===== src/rtl/ibp_pkg.sv =====
package ibp_pkg;
  localparam int BYTE_W = 8;
  localparam int WORD_W = 2 * BYTE_W;

  typedef enum logic [2:0] {K_BAD, K_MOV, K_ADD, K_GRP, K_ACC} kind_e;
  typedef enum logic [2:0] {P_OP, P_MODRM, P_DLO, P_DHI, P_ILO, P_IHI} phase_e;

  // family of an opcode byte
  function automatic kind_e classify(input logic [BYTE_W-1:0] op);
    if (op[7:2] == 6'b100010) return K_MOV;
    if (op[7:2] == 6'b000000) return K_ADD;
    if (op[7:2] == 6'b100000) return K_GRP;
    if (op[7:1] == 7'b0000010) return K_ACC;
    return K_BAD;
  endfunction

  // number of displacement bytes implied by the mode / rm pair
  function automatic logic [1:0] disp_count(input logic [1:0] md, input logic [2:0] rm);
    case (md)
      2'b01:   return 2'd1;
      2'b10:   return 2'd2;
      2'b00:   return (rm == 3'b110) ? 2'd2 : 2'd0;
      default: return 2'd0;
    endcase
  endfunction

  // number of immediate bytes for a family and its sign/width bits
  function automatic logic [1:0] imm_count(input kind_e k, input logic s, input logic w);
    case (k)
      K_GRP:   return (w && !s) ? 2'd2 : 2'd1;
      K_ACC:   return w ? 2'd2 : 2'd1;
      default: return 2'd0;
    endcase
  endfunction

  // byte to word, sign or zero extension
  function automatic logic [WORD_W-1:0] widen(input logic [BYTE_W-1:0] b, input logic sx);
    return sx ? {{BYTE_W{b[BYTE_W-1]}}, b} : {{BYTE_W{1'b0}}, b};
  endfunction
endpackage


===== src/rtl/ibp_op_decode.sv =====
module ibp_op_decode
  import ibp_pkg::*;
(
  input  logic [BYTE_W-1:0] op,
  output kind_e             kind,
  output logic              has_modrm,
  output logic [1:0]        imm_n,
  output logic              imm_sx
);
  always_comb begin
    kind      = classify(op);
    has_modrm = (kind == K_MOV) || (kind == K_ADD) || (kind == K_GRP);
    imm_n     = imm_count(kind, op[1], op[0]);
    imm_sx    = (kind == K_GRP) && op[1] && op[0];
  end
endmodule


===== src/rtl/ibp_modrm_plan.sv =====
module ibp_modrm_plan
  import ibp_pkg::*;
(
  input  logic [BYTE_W-1:0] mb,
  input  kind_e             kind,
  output logic [1:0]        md,
  output logic [2:0]        rg,
  output logic [2:0]        rm,
  output logic [1:0]        disp_n,
  output logic              fault
);
  always_comb begin
    md     = mb[7:6];
    rg     = mb[5:3];
    rm     = mb[2:0];
    disp_n = disp_count(md, rm);
    // only the add sub-operation of the immediate group is supported
    fault  = (kind == K_GRP) && (rg != 3'b000);
  end
endmodule


===== src/rtl/ibp_sequencer.sv =====
module ibp_sequencer
  import ibp_pkg::*;
#(
  parameter int LEN_W = 3
) (
  input  logic              clk,
  input  logic              rst,
  input  logic              in_valid,
  input  logic [BYTE_W-1:0] in_byte,
  output logic              in_ready,
  input  kind_e             dec_kind,
  input  logic              dec_has_modrm,
  input  logic [1:0]        dec_imm_n,
  input  logic              dec_imm_sx,
  input  logic [1:0]        pl_md,
  input  logic [2:0]        pl_rg,
  input  logic [2:0]        pl_rm,
  input  logic [1:0]        pl_disp_n,
  input  logic              pl_fault,
  output kind_e             kind_q,
  output logic              done,
  output logic              err,
  output logic [LEN_W-1:0]  length,
  output logic [BYTE_W-1:0] opcode,
  output logic [1:0]        mode,
  output logic [2:0]        regf,
  output logic [2:0]        rmf,
  output logic [WORD_W-1:0] disp,
  output logic [WORD_W-1:0] imm
);
  localparam logic [LEN_W-1:0] ONE = {{(LEN_W-1){1'b0}}, 1'b1};

  phase_e           ph, ph_nx;
  logic [1:0]       rem_disp_q, rem_imm_q;
  logic             sx_q;
  logic [LEN_W-1:0] cnt_q;

  // named events for the checks below
  logic accept, step_fin, step_fault;
  logic fin, fault;

  assign in_ready = ~rst;
  assign accept   = in_valid && in_ready;

  always_comb begin
    ph_nx = ph;
    fin   = 1'b0;
    fault = 1'b0;
    case (ph)
      P_OP: begin
        if (dec_kind == K_BAD) fault = 1'b1;
        else ph_nx = dec_has_modrm ? P_MODRM : P_ILO;
      end
      P_MODRM: begin
        if (pl_fault) begin
          fault = 1'b1;
          ph_nx = P_OP;
        end else if (pl_disp_n != 2'd0) ph_nx = P_DLO;
        else if (rem_imm_q != 2'd0)     ph_nx = P_ILO;
        else                            fin   = 1'b1;
      end
      P_DLO: begin
        if (rem_disp_q == 2'd2)      ph_nx = P_DHI;
        else if (rem_imm_q != 2'd0)  ph_nx = P_ILO;
        else                         fin   = 1'b1;
      end
      P_DHI: begin
        if (rem_imm_q != 2'd0) ph_nx = P_ILO;
        else                   fin   = 1'b1;
      end
      P_ILO: begin
        if (rem_imm_q == 2'd2) ph_nx = P_IHI;
        else                   fin   = 1'b1;
      end
      default: fin = 1'b1;
    endcase
    if (fin) ph_nx = P_OP;
  end

  assign step_fin   = accept && fin;
  assign step_fault = accept && fault;

  always_ff @(posedge clk) begin
    if (rst) begin
      ph         <= P_OP;
      done       <= 1'b0;
      err        <= 1'b0;
      cnt_q      <= '0;
      rem_disp_q <= 2'd0;
      rem_imm_q  <= 2'd0;
      sx_q       <= 1'b0;
      kind_q     <= K_BAD;
      length     <= '0;
      opcode     <= '0;
      mode       <= 2'b00;
      regf       <= 3'b000;
      rmf        <= 3'b000;
      disp       <= '0;
      imm        <= '0;
    end else begin
      done <= step_fin;
      err  <= step_fault;
      if (step_fin) length <= cnt_q + ONE;
      if (accept) begin
        ph    <= ph_nx;
        cnt_q <= cnt_q + ONE;
        case (ph)
          P_OP: begin
            if (dec_kind != K_BAD) begin
              cnt_q     <= ONE;
              opcode    <= in_byte;
              kind_q    <= dec_kind;
              rem_imm_q <= dec_imm_n;
              sx_q      <= dec_imm_sx;
              mode      <= 2'b00;
              regf      <= 3'b000;
              rmf       <= 3'b000;
              disp      <= '0;
              imm       <= '0;
            end
          end
          P_MODRM: begin
            mode       <= pl_md;
            regf       <= pl_rg;
            rmf        <= pl_rm;
            rem_disp_q <= pl_disp_n;
          end
          P_DLO:   disp <= widen(in_byte, 1'b1);
          P_DHI:   disp[WORD_W-1:BYTE_W] <= in_byte;
          P_ILO:   imm <= widen(in_byte, sx_q);
          default: imm[WORD_W-1:BYTE_W] <= in_byte;
        endcase
      end
    end
  end

  // the completion flag never lasts two cycles
  assert_done_pulse_R10: assert property (@(posedge clk) disable iff (rst)
    done |=> !done);
  // no completion and no error unless a byte was taken
  assert_idle_quiet_R10: assert property (@(posedge clk) disable iff (rst)
    !accept |=> (!done && !err));
  // an error never coincides with a completion
  assert_err_excl_R9: assert property (@(posedge clk) disable iff (rst)
    !(done && err));
  // one-byte displacement shows as sign-extended
  assert_disp8_sext_R3: assert property (@(posedge clk) disable iff (rst)
    (done && kind_q != K_ACC && mode == 2'b01) |-> (disp[WORD_W-1:BYTE_W] == {BYTE_W{disp[BYTE_W-1]}}));
  // sign/width 11 gives a sign-extended immediate
  assert_imm_sext_R6: assert property (@(posedge clk) disable iff (rst)
    (done && kind_q == K_GRP && opcode[1:0] == 2'b11) |-> (imm[WORD_W-1:BYTE_W] == {BYTE_W{imm[BYTE_W-1]}}));
  // short accumulator form lengths and empty mode fields
  assert_acc_len_R8: assert property (@(posedge clk) disable iff (rst)
    (done && kind_q == K_ACC) |-> ((length == (opcode[0] ? 3'd3 : 3'd2)) && mode == 2'b00 && rmf == 3'b000));
  // direct address adds two bytes to a register/memory move
  assert_direct_len_R5: assert property (@(posedge clk) disable iff (rst)
    (done && kind_q == K_MOV && mode == 2'b00 && rmf == 3'b110) |-> (length == 3'd4));
  // completed lengths stay within the subset
  assert_len_range_R10: assert property (@(posedge clk) disable iff (rst)
    done |-> (length >= 3'd2 && length <= 3'd6));
endmodule


===== src/rtl/instr_byte_parser.sv =====
module instr_byte_parser
  import ibp_pkg::*;
#(
  parameter int LEN_W = 3
) (
  input  logic              clk,
  input  logic              rst,
  input  logic              in_valid,
  input  logic [7:0]        in_byte,
  output logic              in_ready,
  output logic              done,
  output logic              err,
  output logic [LEN_W-1:0]  length,
  output logic [7:0]        opcode,
  output logic              dbit,
  output logic              wbit,
  output logic [1:0]        mode,
  output logic [2:0]        regf,
  output logic [2:0]        rmf,
  output logic [15:0]       disp,
  output logic [15:0]       imm
);
  kind_e      dec_kind, kind_q;
  logic       dec_has_modrm, dec_imm_sx, pl_fault;
  logic [1:0] dec_imm_n, pl_md, pl_disp_n;
  logic [2:0] pl_rg, pl_rm;

  ibp_op_decode u_dec (
    .op        (in_byte),
    .kind      (dec_kind),
    .has_modrm (dec_has_modrm),
    .imm_n     (dec_imm_n),
    .imm_sx    (dec_imm_sx)
  );

  ibp_modrm_plan u_plan (
    .mb     (in_byte),
    .kind   (kind_q),
    .md     (pl_md),
    .rg     (pl_rg),
    .rm     (pl_rm),
    .disp_n (pl_disp_n),
    .fault  (pl_fault)
  );

  ibp_sequencer #(.LEN_W(LEN_W)) u_seq (
    .clk           (clk),
    .rst           (rst),
    .in_valid      (in_valid),
    .in_byte       (in_byte),
    .in_ready      (in_ready),
    .dec_kind      (dec_kind),
    .dec_has_modrm (dec_has_modrm),
    .dec_imm_n     (dec_imm_n),
    .dec_imm_sx    (dec_imm_sx),
    .pl_md         (pl_md),
    .pl_rg         (pl_rg),
    .pl_rm         (pl_rm),
    .pl_disp_n     (pl_disp_n),
    .pl_fault      (pl_fault),
    .kind_q        (kind_q),
    .done          (done),
    .err           (err),
    .length        (length),
    .opcode        (opcode),
    .mode          (mode),
    .regf          (regf),
    .rmf           (rmf),
    .disp          (disp),
    .imm           (imm)
  );

  assign wbit = opcode[0];
  assign dbit = opcode[1];

  // the parser is ready exactly when out of reset
  assert_ready_R1: assert property (@(posedge clk) in_ready == !rst);
endmodule


===== config.mk =====
export PLATFORM = sky130hd
export DESIGN_NAME = instr_byte_parser
export DESIGN_NICKNAME = d
export VERILOG_FILES = /design/src/rtl/ibp_pkg.sv /design/src/rtl/ibp_op_decode.sv /design/src/rtl/ibp_modrm_plan.sv /design/src/rtl/ibp_sequencer.sv /design/src/rtl/instr_byte_parser.sv
export SDC_FILE = /design/constraint.sdc
export NUM_CORES = 1
export LEC_CHECK = 0
export ABC_AREA = 0
export BUFFER_PORTS_ARGS = -buffer_cell sky130_fd_sc_hd__buf_2
export CORE_UTILIZATION = 55
export CTS_BUF_LIST = sky130_fd_sc_hd__clkbuf_8
export CTS_CLUSTER_SIZE = 24
export DETAILED_ROUTE_END_ITERATION = 12
export PLACE_DENSITY = 0.82
export SYNTH_ARGS = -nofsm -noshare
export SYNTH_HDL_FRONTEND = slang
export SYNTH_SLANG_ARGS = --single-unit

===== constraint.sdc =====
create_clock -name clk -period 3.12 [get_ports clk]
set_input_delay 0.312 -clock clk [delete_from_list [all_inputs] [get_ports clk]]
set_output_delay 0.312 -clock clk [all_outputs]
set_load 0.02 [all_outputs]

# Word-level counts from Yosys, hierarchy flattened
# Cells that the tools add are included.
[totals]
register_bits = 67
input_bits = 11
out_inout_bits = 56
wordCells = 126
[op_classes]
add_sub_neg = 1
eq_ne = 20
mux = 54
n_bitwise = 2
n_reduce_logical = 32
[op_table]
columns = ["operator", "n"]
rows = [
  ["two-way mux 3 bit", 19],
  ["case mux 8 bit (3 select lines)", 2],
  ["two-way mux 16 bit", 2],
  ["case mux 8 bit (2 select lines)", 2],
  ["AND reduction 3 bit", 6],
  ["two-way mux 1 bit", 17],
  ["equality test 3 x 2 -> 1 bit (second input constant)", 5],
  ["case mux 3 bit (5 select lines)", 1],
  ["equality test 6 bit (second input constant)", 2],
  ["case mux 3 bit (2 select lines)", 2],
  ["nonzero test 2 bit", 5],
  ["equality test 3 bit (second input constant)", 3],
  ["nonzero test 3 bit", 3],
  ["two-way mux 2 bit", 4],
  ["case mux 2 bit (2 select lines)", 2],
  ["equality test 7 x 2 -> 1 bit (second input constant)", 1],
  ["logical AND 1 bit", 7],
  ["equality test 2 bit (second input constant)", 3],
  ["equality test 3 x 1 -> 1 bit (second input constant)", 2],
  ["logical NOT 3 bit", 2],
  ["logical NOT 6 bit", 1],
  ["case mux 2 bit (3 select lines)", 1],
  ["nonzero test 6 bit", 1],
  ["case mux 1 bit (5 select lines)", 1],
  ["other kinds (13)", 15],
]

# Logic depth before layout (Yosys ltp)
# Gate-level depths: netlist of run 1.
[logic_depth]
ltp_word = 19
depth_mapped = 7
mapped_depth_nobuf = 5

# Hierarchy
# From an unflattened synthesis of run 1, not the netlist that was laid out.
[unflattened]
cells_unflattened = 366
area_unflattened_um2 = 3065.4
[modules_own_cells]
columns = ["mod", "n_inst", "cells_each", "area_per_inst_um2"]
rows = [
  ["ibp_sequencer", 1, 333, 2842.7],
  ["ibp_op_decode", 1, 16, 111.4],
  ["ibp_modrm_plan", 1, 15, 96.3],
  ["instr_byte_parser", 1, 2, 15.0],
]

# Worst setup path after synthesis of run 1
# No wires, ideal clock.
[synth_path]
path_type = "input-to-reg"
start = "input in_valid"
end = "register u_seq.mode[1]"
setup_time_ns = 0.128
arrival_time_ns = 1.768
setup_slack_ns = 1.224
cell_stages = 6
path_buffers = 2
path_cell_list = "clkbuf_1 or3b_2 clkbuf_1 a311o_1 a22oi_1 nor2_1"
[synth_between]
elab_chain_len = 2
[synth_lines]
columns = ["item", "line_no", "text"]
rows = [
  ["start, declared", "instr_byte_parser.sv:8", "input logic in_valid,"],
  ["logical AND 1 bit", "ibp_sequencer.sv:43", "assign accept = in_valid && in_ready;"],
  ["AND reduction 3 bit (no line)", "n/a", ""],
  ["end signal, assigned", "ibp_sequencer.sv:123", "mode <= pl_md;"],
  ["end, declared", "ibp_sequencer.sv:25", "output logic [1:0] mode,"],
]
# No other way between the ends.
# A chain may end at the register's enable or synchronous reset.

# Worst setup path after layout of run 1
[layout_path]
start = "register u_seq.ph[0]"
end = "register u_seq.ph[2]"
[layout_between]
elab_chain_len = 4
word_cells_on_any_way = 12
classes_between = "eq/ne (6); mux (3); reduce/logical (3)"
[layout_lines]
columns = ["item", "line_no", "text"]
rows = [
  ["start, declared", "ibp_sequencer.sv:33", "phase_e ph, ph_nx;"],
  ["start signal, assigned", "ibp_sequencer.sv:105", "ph <= ph_nx;"],
  ["equality test 3 bit, or another cell as far along", "ibp_sequencer.sv:49", "case (ph)"],
  ["case mux 1 bit (5 select lines)", "ibp_sequencer.sv:49", ""],
  ["inequality test 3 x 1 -> 1 bit (no line), or another cell as far along", "n/a", ""],
  ["AND reduction 4 bit (no line)", "n/a", ""],
]
# Several ways; a longest one is shown, not always the timed one.

==> run_results.csv, run 1 <==
group,metric,value,unit
cts,root_buffer,"clkbuf_8",
run_status,status,"finished clean",
min_path,hp-start,"in_valid",
drt,drtAntennaViolNets,0,
drt,wl_per_cell,15.0,um
global_routing,grt_max_degree,30,
sta,hold_viol,0,
cts,cts_tree,"done",
pwr,cellPowerDensity,473,nW/um2
cts,insertion_delay,0.34,ns
cells_and_area,fin_cells,449,
logic_synthesis,synth_enable_flop_cells,0,
placement,dpl-instance-area,3220,um2
worst_setup_path,r2r-end,"u_seq.ph[2]$_SDFFE_PP0P_",
cts,path_clk_slew,0.07,ns
global_routing,grt_pass1_vias,2169,
logic_synthesis,synth.area.top_cells,"dfxtp_1 46%, nor2_1 4.9%, a21oi_1 4.8%",
floorplanning,start_util,0.575,
worst_setup_path,end_kind,"register",
cts,clock_path_buffers,2,
worst_setup_path,r2r-start,"u_seq.ph[0]$_SDFFE_PP0P_",
logic_synthesis,yosys.cell_types.count,53,
sta,max_freq,457,MHz
floorplanning,rows,26,
cells_and_area,drive_gt1_frac,0.261,
logic_synthesis,synth_cells,323,
drt,vias,2566,
min_path,hold_end,"u_seq.cnt_q[0]$_SDFFE_PP0P_",
placement,hpwl,4670,um
cts,cts_hold_buf,0,
drt,drcViolationCount,0,
cells_and_area,num_antenna_cells,0,
logic_synthesis,synth_top_area_frac,0.457,
worst_setup_path,crit_buf_inv,0,
logic_synthesis,ys_seq_elements,67,
worst_setup_path,critPathArrivalTime,2.43,ns
global_routing,grt_pass1_wl,10700,um
floorplanning,die_y,75.1,um
sta,rsz0062_at_grt,"false",
min_path,min_path_type,"primary input to register",
sta,hold_slack,0.317,ns
drt,drt_iter0_drc,229,
sta,worst_slew_margin_rel,0.376,
global_routing,grtUsageTotal,0.255,
placement,place_inst,433,
pwr,power,1.61,mW
logic_synthesis,synth_nets,335,
global_routing,overflow,0,
cts,htree_levels,3,
cts,ctsResizeCount,0,
worst_setup_path,crit_type,"register to register",
job,max_cap_viol_count,0,
sta,skew,0.00607,ns
sta,tightest_slew,0.929,ns
cts,post_cts_buffers,0,
worst_setup_path,required,3.36,ns
sta,setup_viol_count_final,0,
floorplanning,die_w,75.1,um
logic_synthesis,syn_avg_cell_area,9.09,um2
placement,gp_congestion,0.895,
logic_synthesis,synth_seq_area_share,0.457,
cts,cts_sinks,67,
placement,io_buffers,66,
cells_and_area,n_fill_cell,439,
pwr,cellLeakagePower,1.43,nW
worst_setup_path,cpLargestDelayFamily,"compound AO/OA/AOI/OAI gates",
cells_and_area,final_cell_area,3400,um2
logic_synthesis,ys_warn_count,0,
floorplanning,core_area,5110,um2
global_routing,antenna_found_initial,0,
worst_setup_path,path_cells,"nor3b_1 > o21ai_0 > a32oi_1 > o221ai_1 > a221oi_1",
cells_and_area,synthToLayoutAreaGrowth,15.7,%
worst_setup_path,reg2reg_slack,0.93,ns
sta,maxSlewViolCount,0,
drt,drtPass1Iterations,4,
cells_and_area,mostFrequentLayoutCell,"dfxtp_1",
worst_setup_path,cp-start-kind,"register",
min_path,min_path_cells,3,
worst_setup_path,reg2reg_depth,5,
worst_setup_path,critical-path-slowest-cell,"a32oi_1",
sta,timing.final.crit_period,2.19,ns
sta,post-route-period-util,0.701,
logic_synthesis,synth_flop_cell,"dfxtp_1",
logic_synthesis,synthArstFlopShare,0,
cts,cts_made_buffers,9,
worst_setup_path,max_stage_delay,0.48,ns
cells_and_area,layout_common_cells,"67 x dfxtp_1, 66 x buf_2, 38 x nor2_1",
pwr,ir_drop,0.349,mV
floorplanning,die_area,5630,um2
sta,fin_tns_setup,0,ns
logic_synthesis,synth_area_leader_cell,"dfxtp_1",
drt,drt_wl_total,6730,um
worst_setup_path,critPathMaxFanout,15,
cells_and_area,layout.nets,386,
floorplanning,ios,67,
logic_synthesis,netlist_area,2940,um2
drt,post_drt_via_cell_ratio,5.71,
-- layer usage --
layer / wire, um / part of all wire / up-vias / track usage
li1: - / - / 1252 / -
met3: 454 / 0.067 / 13 / 0.0509
met1: 3010 / 0.45 / 1207 / 0.342
met5: 0 / 0 / - / 0
met4: 109 / 0.016 / 0 / 0.111
met2: 3160 / 0.47 / 94 / 0.399
-- sequential cells by signal, indices dropped and copies added, names as in the netlist, 2 cells and up --
signal            cells
u_seq.cnt_q           3
u_seq.rem_imm_q       2
u_seq.mode            2
u_seq.ph              3
u_seq.length          3
u_seq.regf            3
u_seq.imm            16
u_seq.rem_disp_q      2
u_seq.disp           16
u_seq.kind_q          3
u_seq.rmf             3
u_seq.opcode          8
-- area by class of cell --
class / count / area (um2) / area share
clock buffers: 11 / 151 / 0.0446
clock inverters: 5 / 27.5 / 0.00810
inverters: 4 / 15.0 / 0.00442
multi-input cells: 224 / 1430 / 0.421
flip-flops and latches: 67 / 1340 / 0.395
well taps: 70 / 87.6 / 0.0258
repair buffers: 68 / 345 / 0.102
-- how the worst max path moves through the flow --
stage | endpoint | cells after the start | slack (ns) | from
6_report | u_seq.ph[2]$_SDFFE_PP0P_ | 5 | 0.93 | u_seq.ph[0]$_SDFFE_PP0P_
3_5_place_dp | u_seq.opcode[2]$_SDFFE_PP0P_ | 6 | 0.69 | in_byte[2]
2_1_floorplan | u_seq.mode[1]$_SDFFE_PP0P_ | 6 | 1.22 | in_valid
5_1_grt | u_seq.ph[2]$_SDFFE_PP0P_ | 5 | 0.75 | u_seq.ph[0]$_SDFFE_PP0P_
4_1_cts | u_seq.ph[2]$_SDFFE_PP0P_ | 5 | 0.95 | u_seq.ph[0]$_SDFFE_PP0P_
3_3_place_gp | u_seq.opcode[7]$_SDFFE_PP0P_ | 6 | 0.77 | in_byte[2]
-- synth_stat cells, types with 7 or more instances --
master    count
a22o_1       11
a21oi_1      28
nand2_1      24
dfxtp_1      67
clkbuf_1     18
mux2i_1      13
nor2_1       38
o21ai_0       9
a22oi_1      16
nor3_1        7
nand2b_1      7
-- through the flow --
stage          setup slack [ns]  utilization
6_report                  0.933        0.665
3_3_place_gp              0.771        0.630
3_5_place_dp              0.686        0.630
4_1_cts                   0.953        0.665
5_1_grt                   0.747        0.665
2_1_floorplan              1.22            -
-- cell families (layout without fill, tap and decap cells) --
group           count (synthesis)  in the layout  share of synthesized area
flops                          67             67                      0.457
compound gates                 92             92                      0.226
simple gates                  115            115                      0.202
xor+xnor                        2              2                    0.00597
mux                            14             14                     0.0482
buf+inv                        32             88                     0.0563
fa+ha+maj                       1              1                    0.00426
-- worst reg2reg max path, delay by kind of cell, from the launching register on --
kind / cells / cell delay, ns
AO/OA/AOI/OAI: 4 / 1.20
flip-flops: 1 / 0.46
AND/OR/NAND/NOR: 1 / 0.43
-- power by group --
| part | internal [mW] | switching, mW |
|---|---|---|
| registers | 0.862 | 0.00447 |
| clock network | 0.326 | 0.311 |
| logic | 0.0301 | 0.0728 |
Note: power is estimated with default switching activity, not from simulation.
==> inputs of run 2 (changes only) <==
CORE_UTILIZATION = 50   (was 55)
PLACE_DENSITY = 0.79   (was 0.82)
clock period = 1.98 ns   (was 3.12 ns; I/O delays follow)
==> run 2 against run 1 <==
  * Critical path type unchanged
  * Sequential share of layout area fell by 2.8 points
  * Largest cell class unchanged
  * Cell area rose by 7.8%
  * Register-to-register slack got worse by 0.82 ns
  * Total power rose by 67%
  * Clock skew rose by 0.0046 ns
  * Core utilization fell by 0.81 points
  * First-iteration DRC count fell by 16%
  * Cell count rose by 7.1%
==> run_results.csv, run 2 (synthesized netlist as in run 1, its figures left out) <==
group,metric,value,unit
worst_setup_path,critPathArrivalTime,2.09,ns
cts,cts_hold_buf,0,
cts,insertion_delay,0.36,ns
drt,drtAntennaViolNets,0,
sta,maxSlewViolCount,0,
worst_setup_path,critical-path-slowest-cell,"or3b_2",
pwr,cellLeakagePower,1.60,nW
cells_and_area,final_cell_area,3660,um2
sta,rsz0062_at_grt,"false",
cts,cts_made_buffers,9,
sta,worst_slew_margin_rel,0.348,
cts,post_cts_buffers,0,
worst_setup_path,startpoint,"u_seq.ph[2]$_SDFFE_PP0P_",
cts,path_clk_slew,0.07,ns
global_routing,overflow,0,
worst_setup_path,cp-start-kind,"register",
sta,setup_viol_count_final,0,
drt,drt_iter0_drc,193,
sta,timing.final.crit_period,1.86,ns
floorplanning,ios,67,
min_path,min_path_type,"primary input to register",
worst_setup_path,crit_buf_inv,1,
sta,max_freq,537,MHz
placement,dpl-instance-area,3460,um2
floorplanning,die_area,6180,um2
drt,wl_per_cell,15.8,um
cells_and_area,layout_common_cells,"66 x buf_2, 65 x dfxtp_1, 37 x nor2_1",
run_status,status,"finished clean",
cells_and_area,num_antenna_cells,0,
placement,hpwl,5380,um
floorplanning,die_y,78.6,um
pwr,ir_drop,0.561,mV
cells_and_area,fin_cells,481,
sta,tightest_slew,0.969,ns
global_routing,grt_pass1_vias,2548,
worst_setup_path,end_kind,"register",
cells_and_area,n_fill_cell,465,
worst_setup_path,reg2reg_depth,6,
global_routing,grtUsageTotal,0.263,
floorplanning,rows,27,
cts,cts_sinks,67,
sta,hold_slack,0.0577,ns
worst_setup_path,reg2reg_slack,0.12,ns
sta,fin_tns_setup,0,ns
job,max_cap_viol_count,0,
placement,io_buffers,66,
worst_setup_path,r2r-end,"u_seq.disp[4]$_SDFFE_PP0P_",
floorplanning,die_w,78.6,um
worst_setup_path,cp.depth,6,
worst_setup_path,required,2.21,ns
drt,vias,2719,
cts,ctsResizeCount,0,
cells_and_area,drive_gt1_frac,0.323,
cells_and_area,mostFrequentLayoutCell,"buf_2",
sta,skew,0.0107,ns
drt,drcViolationCount,0,
drt,post_drt_via_cell_ratio,5.65,
worst_setup_path,cpLargestDelayFamily,"simple AND/OR/NAND/NOR gates",
pwr,cellPowerDensity,733,nW/um2
cells_and_area,synthToLayoutAreaGrowth,24.8,%
worst_setup_path,max_stage_delay,0.52,ns
global_routing,grt_pass1_wl,12300,um
worst_setup_path,path_cells,"or3b_2 > buf_4 > nor2_1 > o31ai_1 > a22oi_1 > nor2_1",
floorplanning,core_area,5570,um2
placement,place_inst,465,
cells_and_area,largestRegisters,"u_seq.disp: 16 flops, u_seq.imm: 16 flops, u_seq.opcode: 8 flops",
cells_and_area,post-route-util,0.657,
placement,gp_congestion,0.855,
drt,drt_wl_total,7590,um
sta,hold_viol,0,
cts,root_buffer,"clkbuf_8",
cells_and_area,layout.nets,416,
drt,drtPass1Iterations,4,
worst_setup_path,crit_type,"register to register",
global_routing,grt_max_degree,43,
worst_setup_path,endpoint,"u_seq.disp[4]$_SDFFE_PP0P_",
floorplanning,start_util,0.527,
cts,htree_levels,3,
global_routing,antenna_found_initial,0,
worst_setup_path,r2r-start,"u_seq.ph[2]$_SDFFE_PP0P_",
cts,cts_tree,"done",
sta,post-route-period-util,0.940,
cts,clock_path_buffers,2,
worst_setup_path,critPathMaxFanout,9,
worst_setup_path,cpMostUsedCell,"nor2_1",
## run 2: cell count changes in the layout (fill, tap and decap cells not counted)
cell,delta
bufinv_16,+1
clkinv_2,-1
buf_12,+1
dfxtp_2,+2
nor2_1,-1
inv_1,+1
nor2_2,+1
nor3b_1,-1
dfxtp_1,-2
clkbuf_8,-1
nor3b_2,+1
buf_4,+29
## run 2: stage by stage
step	setup WS [ns]	power, mW
CTS	0.104	2.69
global route	0.0182	2.79
floorplan	0.133	1.52
detailed placement	-0.0481	1.59
finish	0.118	2.69
global placement	-0.0712	1.58
## run 2: area by class of cell
class                      instances  area, um2  area share
multi-input combinational        224       1440       0.392
clock buffer                      10        138      0.0376
timing repair buffer              98        583       0.159
tap                               72       90.1      0.0246
inverter                           4       15.0     0.00410
clock inverter                     6       56.3      0.0154
sequential                        67       1340       0.367
## run 2: report_power, final
part / switching [mW] / internal [mW] / total, mW
clock network: 0.523 / 0.604 / 1.13
registers: 0.00707 / 1.36 / 1.37
logic: 0.124 / 0.0694 / 0.193
total: 0.654 / 2.03 / 2.69
## run 2: metal layers
layer,share of wire,vias to the layer above,track usage
met4,0.028,0,0.154
met3,0.072,18,0.0709
met2,0.47,108,0.396
met1,0.43,1276,0.336
met5,0,-,0
li1,-,1317,-
## run 2: how the worst min path moves through the flow
stage | cells after the start | endpoint | startpoint | slack [ns]
after floorplan | 3 | u_seq.sx_q$_SDFFE_PP0P_ | in_byte[6] | 0.41
after global placement | 2 | u_seq.cnt_q[1]$_SDFFE_PP0P_ | rst | 0.41
after detailed placement | 2 | u_seq.cnt_q[1]$_SDFFE_PP0P_ | rst | 0.42
after CTS | 2 | u_seq.cnt_q[1]$_SDFFE_PP0P_ | rst | 0.05
after global routing | 2 | u_seq.cnt_q[1]$_SDFFE_PP0P_ | rst | 0.04
final | 2 | u_seq.cnt_q[1]$_SDFFE_PP0P_ | rst | 0.06
==> inputs of run 3 (changes only) <==
CORE_MARGIN = 10   (was unset)
CTS_BUF_LIST = sky130_fd_sc_hd__clkbuf_2 sky130_fd_sc_hd__clkbuf_4 sky130_fd_sc_hd__clkbuf_8   (was sky130_fd_sc_hd__clkbuf_8)
==> run 3 against run 2 <==
  * Clock power about the same
  * Sequential power about the same
  * Cell count down 1.0%
  * Non-clock buffer count down 4
  * Setup slack better by 0.019 ns
  * Global-route usage down 9.4 points
  * Via count down 0.70%
  * Core utilization down 0.82 points
  * Critical path depth unchanged
  * Worst hold slack better by 0.14 ns
  * Sequential cell count unchanged
  * Fmax up 1.0%
  * Highest routed layer unchanged
==> run_results.csv, run 3 (synthesized netlist as in run 1, its figures left out) <==
group,metric,value,unit
run_status,status,"finished clean",
cts,post_cts_buffers,0,
cts,insertion_delay,0.34,ns
drt,vias,2700,
pwr,clockPowerShare,0.427,
worst_setup_path,startpoint,"u_seq.ph[2]$_SDFFE_PP0P_",
worst_setup_path,r2r-start,"u_seq.ph[2]$_SDFFE_PP0P_",
pwr,switching_share,0.227,
sta,timing.final.crit_period,1.84,ns
pwr,p_seq_frac,0.504,
cells_and_area,post-route-util,0.649,
sta,max_freq,543,MHz
drt,post_drt_via_cell_ratio,5.67,
global_routing,grt_pass1_vias,2726,
worst_setup_path,reg2reg_depth,6,
sta,skew,0.00964,ns
worst_setup_path,critPathArrivalTime,2.11,ns
cts,cts_sinks,67,
floorplanning,die_w,96.6,um
pwr,comb_power_share,0.069,
worst_setup_path,cp-start-kind,"register",
floorplanning,die_area,9340,um2
placement,dpl_worst_slack,0.0964,ns
pwr,intPower,2.09,mW
sta,tightest_slew,0.838,ns
global_routing,grt_max_degree,44,
floorplanning,core_area,5610,um2
sta,worst_slew_margin_rel,0.439,
drt,drt_wl_total,8050,um
global_routing,antenna_found_initial,0,
placement,io_buffers,66,
cells_and_area,layout_common_cells,"67 x dfxtp_1, 66 x buf_2, 36 x nor2_1",
cells_and_area,layout.nets,412,
global_routing,overflow,0,
cts,clock_path_buffers,2,
min_path,hp-start,"in_byte[6]",
sta,setup_viol_count_final,0,
cts,root_buffer,"clkbuf_8",
global_routing,grt_pass1_wl,13400,um
drt,drtAntennaViolNets,0,
floorplanning,rows,27,
placement,place_inst,461,
cells_and_area,largestRegisters,"u_seq.disp: 16 flops, u_seq.imm: 16 flops, u_seq.opcode: 8 flops",
global_routing,grtUsageTotal,0.169,
pwr,power,2.71,mW
sta,maxSlewViolCount,0,
placement,hpwl,5820,um
pwr,switchingPower,615,uW
cells_and_area,mostFrequentLayoutCell,"dfxtp_1",
pwr,cellLeakagePower,1.58,nW
drt,drcViolationCount,0,
sta,post-route-period-util,0.931,
sta,rsz0062_at_grt,"false",
drt,wl_per_cell,16.9,um
sta,fin_ws,0.137,ns
worst_setup_path,end_kind,"register",
cells_and_area,final_cell_area,3640,um2
pwr,cellPowerDensity,744,nW/um2
min_path,min_path_cells,2,
cts,cts_tree,"done",
cells_and_area,fin_cells,476,
cells_and_area,drive_gt1_frac,0.314,
sta,hold_viol,0,
cells_and_area,synthToLayoutAreaGrowth,24.0,%
sta,hold_slack,0.197,ns
worst_setup_path,critPathMaxFanout,9,
pwr,ir_drop,0.527,mV
sta,fin_tns_setup,0,ns
cts,htree_levels,3,
placement,dpl-instance-area,3430,um2
cts,path_clk_slew,0.07,ns
drt,drt_iter0_drc,222,
worst_setup_path,required,2.25,ns
cts,cts_made_buffers,9,
drt,drtPass1Iterations,5,
floorplanning,start_util,0.523,
floorplanning,die_y,96.6,um
cells_and_area,num_antenna_cells,0,
job,max_cap_viol_count,0,
worst_setup_path,crit_type,"register to register",
floorplanning,ios,67,
min_path,min_path_type,"primary input to register",
placement,gp_congestion,0.895,
[run 3: cell count changes in the layout (fill, tap and decap cells not counted), sizes merged]
cell	previous run	this run
buf	98	94
clkbuf	10	13
clkinv	4	2
clkinvlp	1	0
inv	4	3
[run 3: path summary, 6_finish.rpt]
kind	endpoint	slack (ns)
setup / recovery	u_seq.length[2]$_SDFFE_PP0P_	0.14
setup reg to reg	u_seq.length[2]$_SDFFE_PP0P_	0.14
hold / removal	u_seq.imm[6]$_SDFFE_PP0P_	0.20
hold reg to reg	u_seq.opcode[6]$_SDFFE_PP0P_	0.46
[run 3: power groups by stage]
stage	combinational (mW)	sequential (mW)	clock (mW)
3_5_place_dp	0.184	1.40	0
3_3_place_gp	0.181	1.40	0
6_report	0.186	1.37	1.16
4_1_cts	0.184	1.37	1.19
2_1_floorplan	0.113	1.40	0
5_1_grt	0.203	1.37	1.24
[run 3: what timing repair did]
item	in CTS	in global routing
endpoints found under the hold margin	0	0
setup endpoints to repair	0	13
hold buffers	0	0
resized for setup	0	4
[run 3: metal layers]
metal	GRT usage	vias to the layer above	wire length [um]
met4	0.0643	0	159
met3	0.0568	17	505
met1	0.196	1290	3460
met5	0	-	0
li1	-	1300	-
met2	0.279	93	3930
[run 3: critical path, stage by stage (launching register included)]
cell	delay [ns]
dfxtp_1	0.53
clkinv_1	0.24
o21ai_0	0.23
a32oi_1	0.12
buf_4	0.19
or3_1	0.34
a21oi_1	0.12
[run 3: final cells by class]
| class | instances | area [um2] |
|---|---|---|
| clock inverter | 2 | 35.0 |
| sequential | 67 | 1340 |
| fill | 497 | 1970 |
| timing repair buffer | 94 | 553 |
| inverter | 4 | 15.0 |
| multi-input combinational | 224 | 1440 |
| clock buffer | 13 | 166 |
| tap | 72 | 90.1 |
